`config.mk`:
```
export PLATFORM = sky130hd
export DESIGN_NAME = dd_dispatch
export DESIGN_NICKNAME = d
export VERILOG_FILES = /design/src/rtl/dd_pkg.sv /design/src/rtl/dd_fifo.sv /design/src/rtl/dd_stage.sv /design/src/rtl/dd_dispatch.sv
export SDC_FILE = /design/constraint.sdc
export NUM_CORES = 1
export LEC_CHECK = 0
export ABC_AREA = 1
export CAP_MARGIN = 25
export CORE_UTILIZATION = 50
export CTS_BUF_LIST = sky130_fd_sc_hd__clkbuf_8 sky130_fd_sc_hd__clkbuf_16
export CTS_CLUSTER_SIZE = 40
export DETAILED_ROUTE_END_ITERATION = 12
export DONT_BUFFER_PORTS = 1
export GPL_ROUTABILITY_DRIVEN = 0
export PLACE_DENSITY = 0.66
export SLEW_MARGIN = 5
export SYNTH_ARGS = -nofsm -noshare
export SYNTH_HDL_FRONTEND = slang
export SYNTH_SLANG_ARGS = --single-unit
```
`constraint.sdc`:
```
create_clock -name clk -period 13.74 [get_ports clk]
set_input_delay 0 -clock clk [delete_from_list [all_inputs] [get_ports clk]]
set_output_delay 0 -clock clk [all_outputs]
set_load 0.005 [all_outputs]
```
`src/rtl/dd_pkg.sv`:
```
package dd_pkg;
  localparam int NUM_WORDS = 8;
  localparam int DESC_W    = NUM_WORDS * 32;

  // register word addresses
  localparam logic [3:0] A_STATUS = 4'd0;
  localparam logic [3:0] A_CTL    = 4'd1;
  localparam logic [3:0] A_DFILL  = 4'd2;
  localparam logic [3:0] A_RFILL  = 4'd3;
  localparam logic [3:0] A_RBYTES = 4'd4;
  localparam logic [3:0] A_RSTAT  = 4'd5;
  localparam logic [3:0] A_DCTL   = 4'd15;

  // control register bits
  localparam int C_STOP       = 0;
  localparam int C_RESET      = 1;
  localparam int C_STOP_ERR   = 2;
  localparam int C_STOP_EARLY = 3;
  localparam int C_GIE        = 4;
  localparam int C_STOP_DESC  = 5;

  // per-descriptor interrupt record kept while the mover works on it
  typedef struct packed {
    logic       cmp;
    logic       early;
    logic [7:0] errmask;
  } tag_t;

  localparam int TAG_W = $bits(tag_t);

  function automatic tag_t tag_of(input logic [31:0] ctl_word);
    tag_t t;
    t.cmp     = ctl_word[14];
    t.early   = ctl_word[15];
    t.errmask = ctl_word[23:16];
    return t;
  endfunction

  function automatic logic raises_irq(input tag_t t, input logic [31:0] st);
    return t.cmp | (t.early & st[8]) | ((t.errmask & st[7:0]) != 8'd0);
  endfunction

  function automatic logic [31:0] dual_level(input logic [15:0] n);
    return {n, n};
  endfunction
endpackage

```
`src/rtl/dd_fifo.sv`:
```
module dd_fifo #(
  parameter int W     = 32,
  parameter int DEPTH = 4
) (
  input  logic                       clk,
  input  logic                       rst_n,
  input  logic                       clr,
  input  logic                       push,
  input  logic [W-1:0]               din,
  input  logic                       pop,
  output logic [W-1:0]               dout,
  output logic                       empty,
  output logic                       full,
  output logic [$clog2(DEPTH):0]     count
);
  localparam int AW = $clog2(DEPTH);

  logic [W-1:0] mem [DEPTH];
  logic [AW:0]  wp, rp;

  assign count = wp - rp;
  assign empty = (count == '0);
  assign full  = (count == (AW+1)'(DEPTH));
  assign dout  = mem[rp[AW-1:0]];

  always_ff @(posedge clk or negedge rst_n) begin
    if (!rst_n) begin
      wp <= '0;
      rp <= '0;
    end else if (clr) begin
      wp <= '0;
      rp <= '0;
    end else begin
      if (push && !full) wp <= wp + 1'b1;
      if (pop && !empty) rp <= rp + 1'b1;
    end
  end

  always_ff @(posedge clk) begin
    if (push && !full && !clr) mem[wp[AW-1:0]] <= din;
  end
endmodule

```
`src/rtl/dd_stage.sv`:
```
module dd_stage #(
  parameter int WORDS = 7
) (
  input  logic                  clk,
  input  logic                  rst_n,
  input  logic                  clr,
  input  logic                  wr_en,
  input  logic [2:0]            wr_idx,
  input  logic [31:0]           wdata,
  output logic [WORDS*32-1:0]   words
);
  for (genvar g = 0; g < WORDS; g++) begin : g_word
    always_ff @(posedge clk or negedge rst_n) begin
      if (!rst_n)                          words[g*32 +: 32] <= '0;
      else if (clr)                        words[g*32 +: 32] <= '0;
      else if (wr_en && wr_idx == 3'(g))   words[g*32 +: 32] <= wdata;
    end
  end
endmodule

```
`src/rtl/dd_dispatch.sv`:
```
module dd_dispatch
  import dd_pkg::*;
#(
  parameter int DESC_DEPTH   = 4,
  parameter int RESP_DEPTH   = 4,
  parameter int MAX_OUT      = 2,
  parameter int RESET_CYCLES = 4
) (
  input  logic         clk,
  input  logic         rst_n,
  input  logic         bus_wr,
  input  logic         bus_rd,
  input  logic [3:0]   bus_addr,
  input  logic [31:0]  bus_wdata,
  output logic [31:0]  bus_rdata,
  output logic         dsc_valid,
  input  logic         dsc_ready,
  output logic [255:0] dsc_data,
  input  logic         rsp_valid,
  output logic         rsp_ready,
  input  logic [31:0]  rsp_bytes,
  input  logic [31:0]  rsp_status,
  output logic         irq
);
  localparam int DAW = $clog2(DESC_DEPTH);
  localparam int RAW = $clog2(RESP_DEPTH);
  localparam int TAW = $clog2(MAX_OUT);
  localparam int CW  = $clog2(RESET_CYCLES + 1);

  // ---------------- state ----------------
  logic [5:0]    ctl_q;
  logic          lat_err, lat_early, irq_lat;
  logic [CW-1:0] rst_cnt;

  // ---------------- named events ----------------
  logic resetting, rst_start, wr_ctl, wr_stat, go_write, stage_wr;
  logic halt, busy, dsc_fire, rsp_fire, rd_pop;
  logic irq_event, err_event, early_event;

  logic             desc_empty, desc_full, rsp_empty, rsp_full, tag_empty, tag_full;
  logic [DAW:0]     desc_cnt;
  logic [RAW:0]     rsp_cnt;
  logic [TAW:0]     tag_cnt;
  logic [15:0]      desc_lvl, rsp_lvl, tag_lvl;
  logic [DESC_W-1:0] commit_word, desc_dout;
  logic [6*32+31:0] staged;
  logic [63:0]      rsp_dout;
  tag_t             tag_dout, cur_tag;
  logic [31:0]      clr_mask, status_w;

  assign resetting = (rst_cnt != '0);
  assign wr_ctl    = bus_wr && bus_addr == A_CTL && !resetting;
  assign wr_stat   = bus_wr && bus_addr == A_STATUS && !resetting;
  assign rst_start = wr_ctl && bus_wdata[C_RESET];
  assign go_write  = bus_wr && bus_addr == A_DCTL && bus_wdata[31] && !resetting;
  assign stage_wr  = bus_wr && bus_addr[3] && bus_addr != A_DCTL && !resetting;
  assign clr_mask  = wr_stat ? bus_wdata : 32'd0;

  assign halt      = ctl_q[C_STOP] | ctl_q[C_STOP_DESC] | lat_err | lat_early;
  assign dsc_valid = !desc_empty && !halt && !resetting && !tag_full;
  assign dsc_fire  = dsc_valid && dsc_ready;
  assign dsc_data  = desc_dout;
  assign busy      = !desc_empty || !tag_empty;

  assign rsp_ready = !rsp_full && !resetting;
  assign rsp_fire  = rsp_valid && rsp_ready;
  assign rd_pop    = bus_rd && bus_addr == A_RSTAT && !rsp_empty && !resetting;

  assign cur_tag     = tag_empty ? tag_t'('0) : tag_dout;
  assign irq_event   = rsp_fire && raises_irq(cur_tag, rsp_status);
  assign err_event   = rsp_fire && rsp_status[7:0] != 8'd0 && ctl_q[C_STOP_ERR];
  assign early_event = rsp_fire && rsp_status[8] && ctl_q[C_STOP_EARLY];

  assign irq = irq_lat & ctl_q[C_GIE];

  assign desc_lvl = 16'(desc_cnt);
  assign rsp_lvl  = 16'(rsp_cnt);
  assign tag_lvl  = 16'(tag_cnt);

  // ---------------- descriptor staging and FIFO ----------------
  dd_stage #(.WORDS(7)) u_stage (
    .clk(clk), .rst_n(rst_n), .clr(resetting),
    .wr_en(stage_wr), .wr_idx(bus_addr[2:0]), .wdata(bus_wdata),
    .words(staged)
  );

  assign commit_word = {bus_wdata, staged};

  dd_fifo #(.W(DESC_W), .DEPTH(DESC_DEPTH)) u_desc_q (
    .clk(clk), .rst_n(rst_n), .clr(resetting),
    .push(go_write), .din(commit_word),
    .pop(dsc_fire), .dout(desc_dout),
    .empty(desc_empty), .full(desc_full), .count(desc_cnt)
  );

  // ---------------- in-flight interrupt records ----------------
  dd_fifo #(.W(TAG_W), .DEPTH(MAX_OUT)) u_tag_q (
    .clk(clk), .rst_n(rst_n), .clr(resetting),
    .push(dsc_fire), .din(tag_of(desc_dout[DESC_W-1 -: 32])),
    .pop(rsp_fire), .dout(tag_dout),
    .empty(tag_empty), .full(tag_full), .count(tag_cnt)
  );

  // ---------------- response FIFO ----------------
  dd_fifo #(.W(64), .DEPTH(RESP_DEPTH)) u_rsp_q (
    .clk(clk), .rst_n(rst_n), .clr(resetting),
    .push(rsp_fire), .din({rsp_status, rsp_bytes}),
    .pop(rd_pop), .dout(rsp_dout),
    .empty(rsp_empty), .full(rsp_full), .count(rsp_cnt)
  );

  // ---------------- control, latched status, reset sequencer ----------------
  always_ff @(posedge clk or negedge rst_n) begin
    if (!rst_n) begin
      ctl_q     <= '0;
      lat_err   <= 1'b0;
      lat_early <= 1'b0;
      irq_lat   <= 1'b0;
      rst_cnt   <= '0;
    end else if (resetting) begin
      ctl_q     <= '0;
      lat_err   <= 1'b0;
      lat_early <= 1'b0;
      irq_lat   <= 1'b0;
      rst_cnt   <= rst_cnt - 1'b1;
    end else begin
      if (wr_ctl) ctl_q <= bus_wdata[5:0] & ~6'(1 << C_RESET);
      if (rst_start) rst_cnt <= CW'(RESET_CYCLES);
      lat_err   <= err_event   | (lat_err   & ~clr_mask[7]);
      lat_early <= early_event | (lat_early & ~clr_mask[8]);
      irq_lat   <= irq_event   | (irq_lat   & ~clr_mask[9]);
    end
  end

  // ---------------- read side ----------------
  always_comb begin
    status_w     = '0;
    status_w[0]  = busy;
    status_w[1]  = desc_empty;
    status_w[2]  = desc_full;
    status_w[3]  = rsp_empty;
    status_w[4]  = rsp_full;
    status_w[5]  = halt;
    status_w[6]  = resetting;
    status_w[7]  = lat_err;
    status_w[8]  = lat_early;
    status_w[9]  = irq_lat;
  end

  always_comb begin
    case (bus_addr)
      A_STATUS: bus_rdata = status_w;
      A_CTL:    bus_rdata = {26'd0, ctl_q};
      A_DFILL:  bus_rdata = dual_level(desc_lvl);
      A_RFILL:  bus_rdata = {16'd0, rsp_lvl};
      A_RBYTES: bus_rdata = rsp_empty ? 32'd0 : rsp_dout[31:0];
      A_RSTAT:  bus_rdata = rsp_empty ? 32'd0 : rsp_dout[63:32];
      default:  bus_rdata = 32'd0;
    endcase
  end
endmodule

```
==> results of run 1 <==
-- timing repair --
item,4_1_cts,5_1_grt
endpoints found under the hold margin,825,3
setup buffers,0,0
hold buffers,192,1
-- report_power, final --
part           internal, mW  switching, mW  total (mW)
clock network          2.31           1.80        4.12
logic                 0.713           2.23        2.94
registers              5.62          0.324        5.95
total                  8.65           4.35        13.0
-- cells by family after synthesis --
logic type	Yosys count
DFF	1551
AOI/OAI and AO/OA	1221
and+or+nand+nor	1177
buffers and inverters	343
adders and majority gates	14
xor gates and xnor gates	6
-- area by class of cell --
type | count | area [µm²]
fill | 8853 | 48200
inverter | 56 | 231
clock inverter | 109 | 806
sequential | 1551 | 45300
timing repair buffer | 251 | 2610
tap | 1512 | 1890
antenna | 8 | 20.0
multi-input combinational | 2418 | 11700
clock buffer | 181 | 4250
-- per-layer routing --
metal / vias to the layer above / global-route usage, % / wire, µm
li1: 16200 / - / -
met1: 17900 / 35.3 / 62200
met2: 1529 / 39.4 / 72300
met3: 223 / 6.88 / 15000
met4: 4 / 9.44 / 4590
met5: - / 0 / 30
-- worst paths after layout --
check | startpoint | endpoint | slack [ns] | cells after the start
worst min-delay path | rst_n | u_stage.words[156] | -0.03 | 2
worst min register to register | rst_cnt[0] | rst_cnt[0] | 0.48 | 1
worst max-delay path | u_desc_q.rp[1] | u_desc_q.mem[1][189] | 8.31 | 8
min in group clk | rsp_valid | u_rsp_q.wp[1] | 0.02 | 3
max in group asynchronous | rst_n | u_desc_q.rp[1] | 12.41 | 3
worst max register to register | u_desc_q.rp[1] | u_desc_q.mem[1][189] | 8.31 | 8
-- cell usage in the layout (no fill, tap or decap), types with 7 or more instances in the layout --
cell type / synthesis / final
a21oi_1: 10 / 10
nand3_2: 8 / 7
o21ai_0: 865 / 865
ha_1: 12 / 12
diode_2: 0 / 8
dlygate4sd3_1: 0 / 192
o22ai_1: 319 / 319
clkbuf_8: 0 / 25
clkinv_2: 0 / 11
nor2_1: 686 / 678
nand2_1: 236 / 236
nor2_4: 1 / 9
nand3_1: 229 / 229
buf_16: 0 / 7
clkinv_1: 1 / 23
o21ai_1: 17 / 17
buf_4: 8 / 42
dfrtp_1: 251 / 247
clkbuf_16: 0 / 156
inv_1: 50 / 101
edfxtp_1: 1300 / 1300
-- sequential cells by signal, summed over array words and instances (netlist names) --
signal	flops
u_stage.words	224
lat_err	1
u_tag_q.wp	2
ctl_q	5
u_rsp_q.rp	3
u_desc_q.rp	3
lat_early	1
u_tag_q.mem	20
u_desc_q.wp	3
rst_cnt	3
u_desc_q.mem	1024
u_rsp_q.mem	256
u_rsp_q.wp	3
irq_lat	1
u_tag_q.rp	2
==> key figures, run 1 <==
Worst setup path
  – Buf+Inv Stages, Crit Path: 3
  – Kind of start point of the critical path: flop
  – Worst setup EP type: flop
  – Worst setup path category: reg -> reg
  – Largest delay contributor family on the critical path: buffers and inverters
  – Max stage delay cell, worst path: dfrtp_4
  – Cells along the critical path: inv_6, fa_1, nor2_1, nand2_1, nand2_1, nor2_4, buf_4, buf_4
  – Worst Path Max Fanout: 97
  – Critical path data arrival time: just under 6 ns
  – CP required: between 10 and 15 ns
  – Critical path's largest stage delay: between 0.9 and 1 ns

Timing
  – F_max: 184 MHz
  – Max Transition Viols Final: 0
  – Fin worst setup slack: between 8 and 9 ns
  – Final hold viol count: 18
  – Final period util: between 30% and 40%
  – Clock Skews: between 0.05 and 0.06 ns
  – Tmin final: roughly 5.4 ns
  – Hold_ws: -0.0307 ns
  – Setup tns final: 0 ns
  – Unrepaired setup endpoints after global routing: no
  – Setup violators final: 0
  – Worst relative slew slack: between 6 and 7%
  – Slew of the pin with the lowest slew margin: between 1 and 1.5 ns

Yosys
  – Area leader, netlist: edfxtp_1
  – Post-synthesis cell type count: 41
  – Synth Flop Type: edfxtp_1
  – Synth top area share: between 60% and 70%
  – Syn nets: ~4400
  – Synth Area in Simple Gates: between 8 and 9%
  – Synth Area in XOR/XNOR: less than 1%
  – Seq cells post-synth: around 1600
  – YS warnings: 0
  – Sequential-to-total area share from yosys stat: between 70 and 80%
  – Compound-gate portion of the synthesized area: 11.2%
  – Synth area leaders: edfxtp_1 67%, dfrtp_1 11%, o21ai_0 7.4%, nor2_1 4.4%, o22ai_1 3.4%
  – Top-count cell post-synth: edfxtp_1
  – Largest family of logic cells by synthesized area: compound AO/OA/AOI/OAI gates
  – Syn Std Cell Area: 58300 µm²
  – Mean Syn Cell Area: ~14 µm²
  – Post-Synthesis Cells: roughly 4300
  – Ys async rst share: 16.2%
  – Adder-Cell Fraction of Synth Area: less than 1%
  – EDFF count, synth: 1300
  – Mux contribution to synthesized area: 0%
  – Post-synth top cells: 1300 x edfxtp_1, 865 x o21ai_0, 686 x nor2_1

Layout
  – Non-filler instance count after layout: 6086
  – Share of cells above drive strength 1: just under 7%
  – Layout Area Growth over Synthesis: 14.5%
  – Nets: roughly 4600
  – Post-Layout Inst Area: ~67000 µm²
  – Final Util: between 50 and 60%

Job
  – Max-cap viol count: 0

Placement
  – Setup WS pre-CTS: around 8.2 ns
  – Cell Area, Placed: approximately 60000 µm²
  – Port Buffers: 0
  – Post-Place Cells: between 5000 and 6000
  – DPL Wire Length: approximately 84 mm

Drt
  – Avg Vias per Cell: 5.89
  – 1st-iter DRT viols: between 3000 and 4000
  – Vias: between 30000 and 40000
  – Final WL: about 150 mm
  – Drt first pass iters: 6
  – Post-route ant nets: 0
  – # DRC: 0
  – Post-DR wirelength/cell: 25.3 µm

Clock tree
  – Worst-Skew Late Latency: 0.78 ns
  – Clock root cell: clkbuf_16
  – Resize count post-CTS: 0
  – Max Buffers Root-to-Sink: 3
  – Clk sinks: between 1500 and 2000
  – Inserted Clock Buffers: 154
  – H-tree Lvls: 4
  – CTS tree: done
  – Clk slew on worst S/H paths: roughly 0.060 ns

Floorplanning
  – Die Footprint: ~120000 µm²
  – Die Y: between 300 and 400 µm
  – I/O pin count: ~400
  – Die X-Extent: approximately 340 µm
  – Site Rows: 124
  – Total core area: approximately 110000 µm²
  – Effective utilization at floorplan: around 51%

Global route
  – Maximum number of pins on one net before global-route repair: between 200 and 300
  – GRT Residual Overflow: 0
  – Vias in the first global route: between 30000 and 40000
  – Tot GR Track Use: between 20% and 30%
  – First-pass GRT wire length: around 220 mm
  – Antenna violations before repair: 25

Power and ir drop
  – Power consumption: 13.0 mW
  – Pwr Density: 195 nW/µm²
  – Worst VDD drop: around 0.24 mV
  – Leak pwr: 23.5 nW

Outcome
  – Status: finished, violations left
  – Failing checks: negative hold slack

Min path
  – Hold Path Class: in -> async
(Power assumes the default switching activity.)
==> run 2, diff against run 1 <==
Settings changed: PLACE_DENSITY 0.66 to 0.63.
Clock period 13.74 ns to 5.1 ns, I/O delays scaled along.
==> run 2 against run 1 <==
  * The run still ends with negative hold slack left
  * Design area decreased by 0.21%
  * Via count down 0.27%
  * First-iteration DRC count fell by 8.8%
  * Core utilization fell by 0.12 points
  * Register-to-register slack got worse by 6.8 ns
==> key figures, run 2 (synthesis gave the netlist of run 1 again) <==
Floorplanning
  – Die Footprint: 118000 µm² (unchanged)
  – Site Rows: 124 (unchanged)
  – Total core area: 115000 µm² (unchanged)
  – Die Y: 344 µm (unchanged)
  – Effective utilization at floorplan: 50.8% (unchanged)
  – I/O pin count: 397 (unchanged)
  – Die X-Extent: 344 µm (unchanged)

Worst setup path
  – CP required: 5.10 ns (-9.03 ns)
  – Crit. Startpoint: u_desc_q.rp[1]
  – Worst R2R Path Depth: 9 (+1)
  – Worst setup EP type: output pin
  – Kind of start point of the critical path: flop
  – Worst setup path category: reg -> out
  – Worst Path Max Fanout: 80 (-18%)
  – Reg-to-reg startpoint: u_desc_q.rp[0]
  – Critical path data arrival time: 3.88 ns (-1.94 ns)

Power and ir drop
  – P_sw: 11.7 mW (+170%)
  – Clock power frac: 31.3% (-0.4 points)
  – Leak pwr: 23.5 nW (about the same)
  – Power consumption: 34.9 mW (+170%)
  – Share of total power in combinational logic: 22.8% (+0.2 points)
  – Internal power: 23.2 mW (+170%)
  – Part of the power in registers: 45.9% (+0.2 points)
  – Worst VDD drop: 0.472 mV (+99%)
  – Sw Share: 33.4% (-0.055 points)
  – Pwr Density: 523 nW/µm² (+170%)

Layout
  – Most common cell after layout, fill and taps aside: edfxtp_1
  – Nets: 4555 (+0.066%)
  – FILL cells: 8831 (-0.25%)
  – Max reg flops: 1024 (unchanged)
  – Share of cells above drive strength 1: 7.22% (+0.39 points)
  – Commonest non-fill, non-tap cells in the layout: 1300 x edfxtp_1, 865 x o21ai_0, 677 x nor2_1
  – Layout Area Growth over Synthesis: 14.3%

Drt
  – # DRC: 0 (unchanged)
  – 1st-iter DRT viols: 3511 (-8.8%)
  – Avg Vias per Cell: 5.87 (-0.37%)
  – Vias: 35800 (-0.27%)
  – Final WL: 157 mm (+1.7%)
  – Drt first pass iters: 6 (unchanged)
  – Post-route ant nets: 0 (unchanged)
  – Post-DR wirelength/cell: 25.7 µm (+1.6%)

Clock tree
  – Clock root cell: clkbuf_16
  – Worst-Skew Late Latency: 0.76 ns (-0.02 ns)
  – Inserted Clock Buffers: 155 (+0.65%)
  – H-tree Lvls: 4 (unchanged)
  – Max Buffers Root-to-Sink: 3 (unchanged)
  – Clk slew on worst S/H paths: 0.06 ns (about the same)
  – Post-CTS setup buffer count: 0 (unchanged)
  – CTS tree: done
  – Clk sinks: 1551 (unchanged)
  – Resize count post-CTS: 0 (unchanged)
  – Hold_buf cts: 179 (-6.8%)

Timing
  – Max Transition Viols Final: 0 (unchanged)
  – Hold_ws: -1.05 ns (-1.02 ns)
  – Tmin final: ~3.9 ns
  – Final hold viol count: 251 (+233)
  – Clock Skews: 0.0287 ns (-0.0218 ns)
  – Final period util: 76.1%
  – Slew of the pin with the lowest slew margin: 1.26 ns (-0.148 ns)
  – Fin worst setup slack: 1.22 ns (-7.09 ns)
  – Unrepaired setup endpoints after global routing: no
  – F_max: ~260 MHz
  – Worst relative slew slack: 16.1% (+9.8 points)
  – Setup violators final: 0 (unchanged)

Global route
  – Tot GR Track Use: 26.1% (+0.48 points)
  – First-pass GRT wire length: 226 mm (+1.7%)
  – Maximum number of pins on one net before global-route repair: 252 (unchanged)
  – Vias in the first global route: 33400 (-0.43%)
  – GRT Residual Overflow: 0 (unchanged)
  – Antenna violations before repair: 15 (-40%)

Outcome
  – Status: finished, violations left
  – Failing checks: negative hold slack

Placement
  – Port Buffers: 0 (unchanged)
  – DPL Wire Length: 87.0 mm (+4.2%)
  – Setup WS pre-CTS: 1.53 ns (-6.68 ns)

Job
  – Max-cap viol count: 0 (unchanged)

Min path
  – Hold Path Class: in -> async
## run 2: cell types whose count changed in the layout (fill, tap and decap cells not counted), moves of 2 or more
cell	delta
clkinv_2	+16
buf_4	+14
clkbuf_8	-14
dlygate4sd3_1	-13
buf_12	+6
diode_2	+4
buf_16	-3
clkinv_16	-3
inv_6	+3
buf_8	-2
bufinv_16	+2
clkinv_1	-2
clkinv_4	-2
inv_16	-2
## run 2: final cells by class
cell class	count	area, µm²	share of cell area [%]
Clock inverter	122	830	1.24
Multi-Input combinational cell	2418	11700	17.5
Inverter	56	231	0.347
Clock buffer	168	4080	6.12
Timing Repair Buffer	253	2590	3.89
Antenna cell	12	30.0	0.0450
Tap cell	1512	1890	2.84
Sequential cell	1551	45300	68.0
## run 2: path summary, 6_finish.rpt
kind                                         to  slack, ns
setup / recovery                  dsc_data[163]       1.22
setup reg to reg           u_desc_q.mem[2][132]       1.53
hold / removal               u_stage.words[139]      -1.05
max in group asynchronous         u_rsp_q.rp[0]       5.77
hold reg to reg                      rst_cnt[1]       0.47
min in group clk           u_desc_q.mem[3][244]       0.06
## run 2: power groups by stage
stage,Sequential [mW],Combinational (mW),Clock (mW)
2_1_floorplan,15.9,5.06,0
3_3_place_gp,16.2,7.67,0
3_5_place_dp,16.2,7.82,0
4_1_cts,16.0,8.00,11.0
5_1_grt,16.1,8.69,11.5
6_report,16.0,7.95,10.9
## run 2: per-stage QoR
stage,utilization [%],TNS [ns],instance area [µm²],cells
final,58.0,0,66700,6092
after CTS,58.0,0,66600,6080
after global routing,58.0,0,66600,6083
after floorplan,-,-690.64,58400,4312
after detailed placement,52.1,0,59900,5611
after global placement,52.0,0,59800,5605
## run 2: critical path, stage by stage, from the launching register on
cell	delay, ns
dfrtp_4	0.69
buf_4	0.72
buf_4	0.81
o21ai_0	0.21
o22ai_1	0.53
## run 2: routing by layer
layer	GRT usage [%]	wire length, µm	vias up	share of wire [%]
li1	-	-	16200	-
met1	36.8	65800	17900	42
met2	40.4	73700	1402	47
met3	6.27	13200	212	8.4
met4	8.17	3950	2	2.5
met5	0	14	-	0.0089
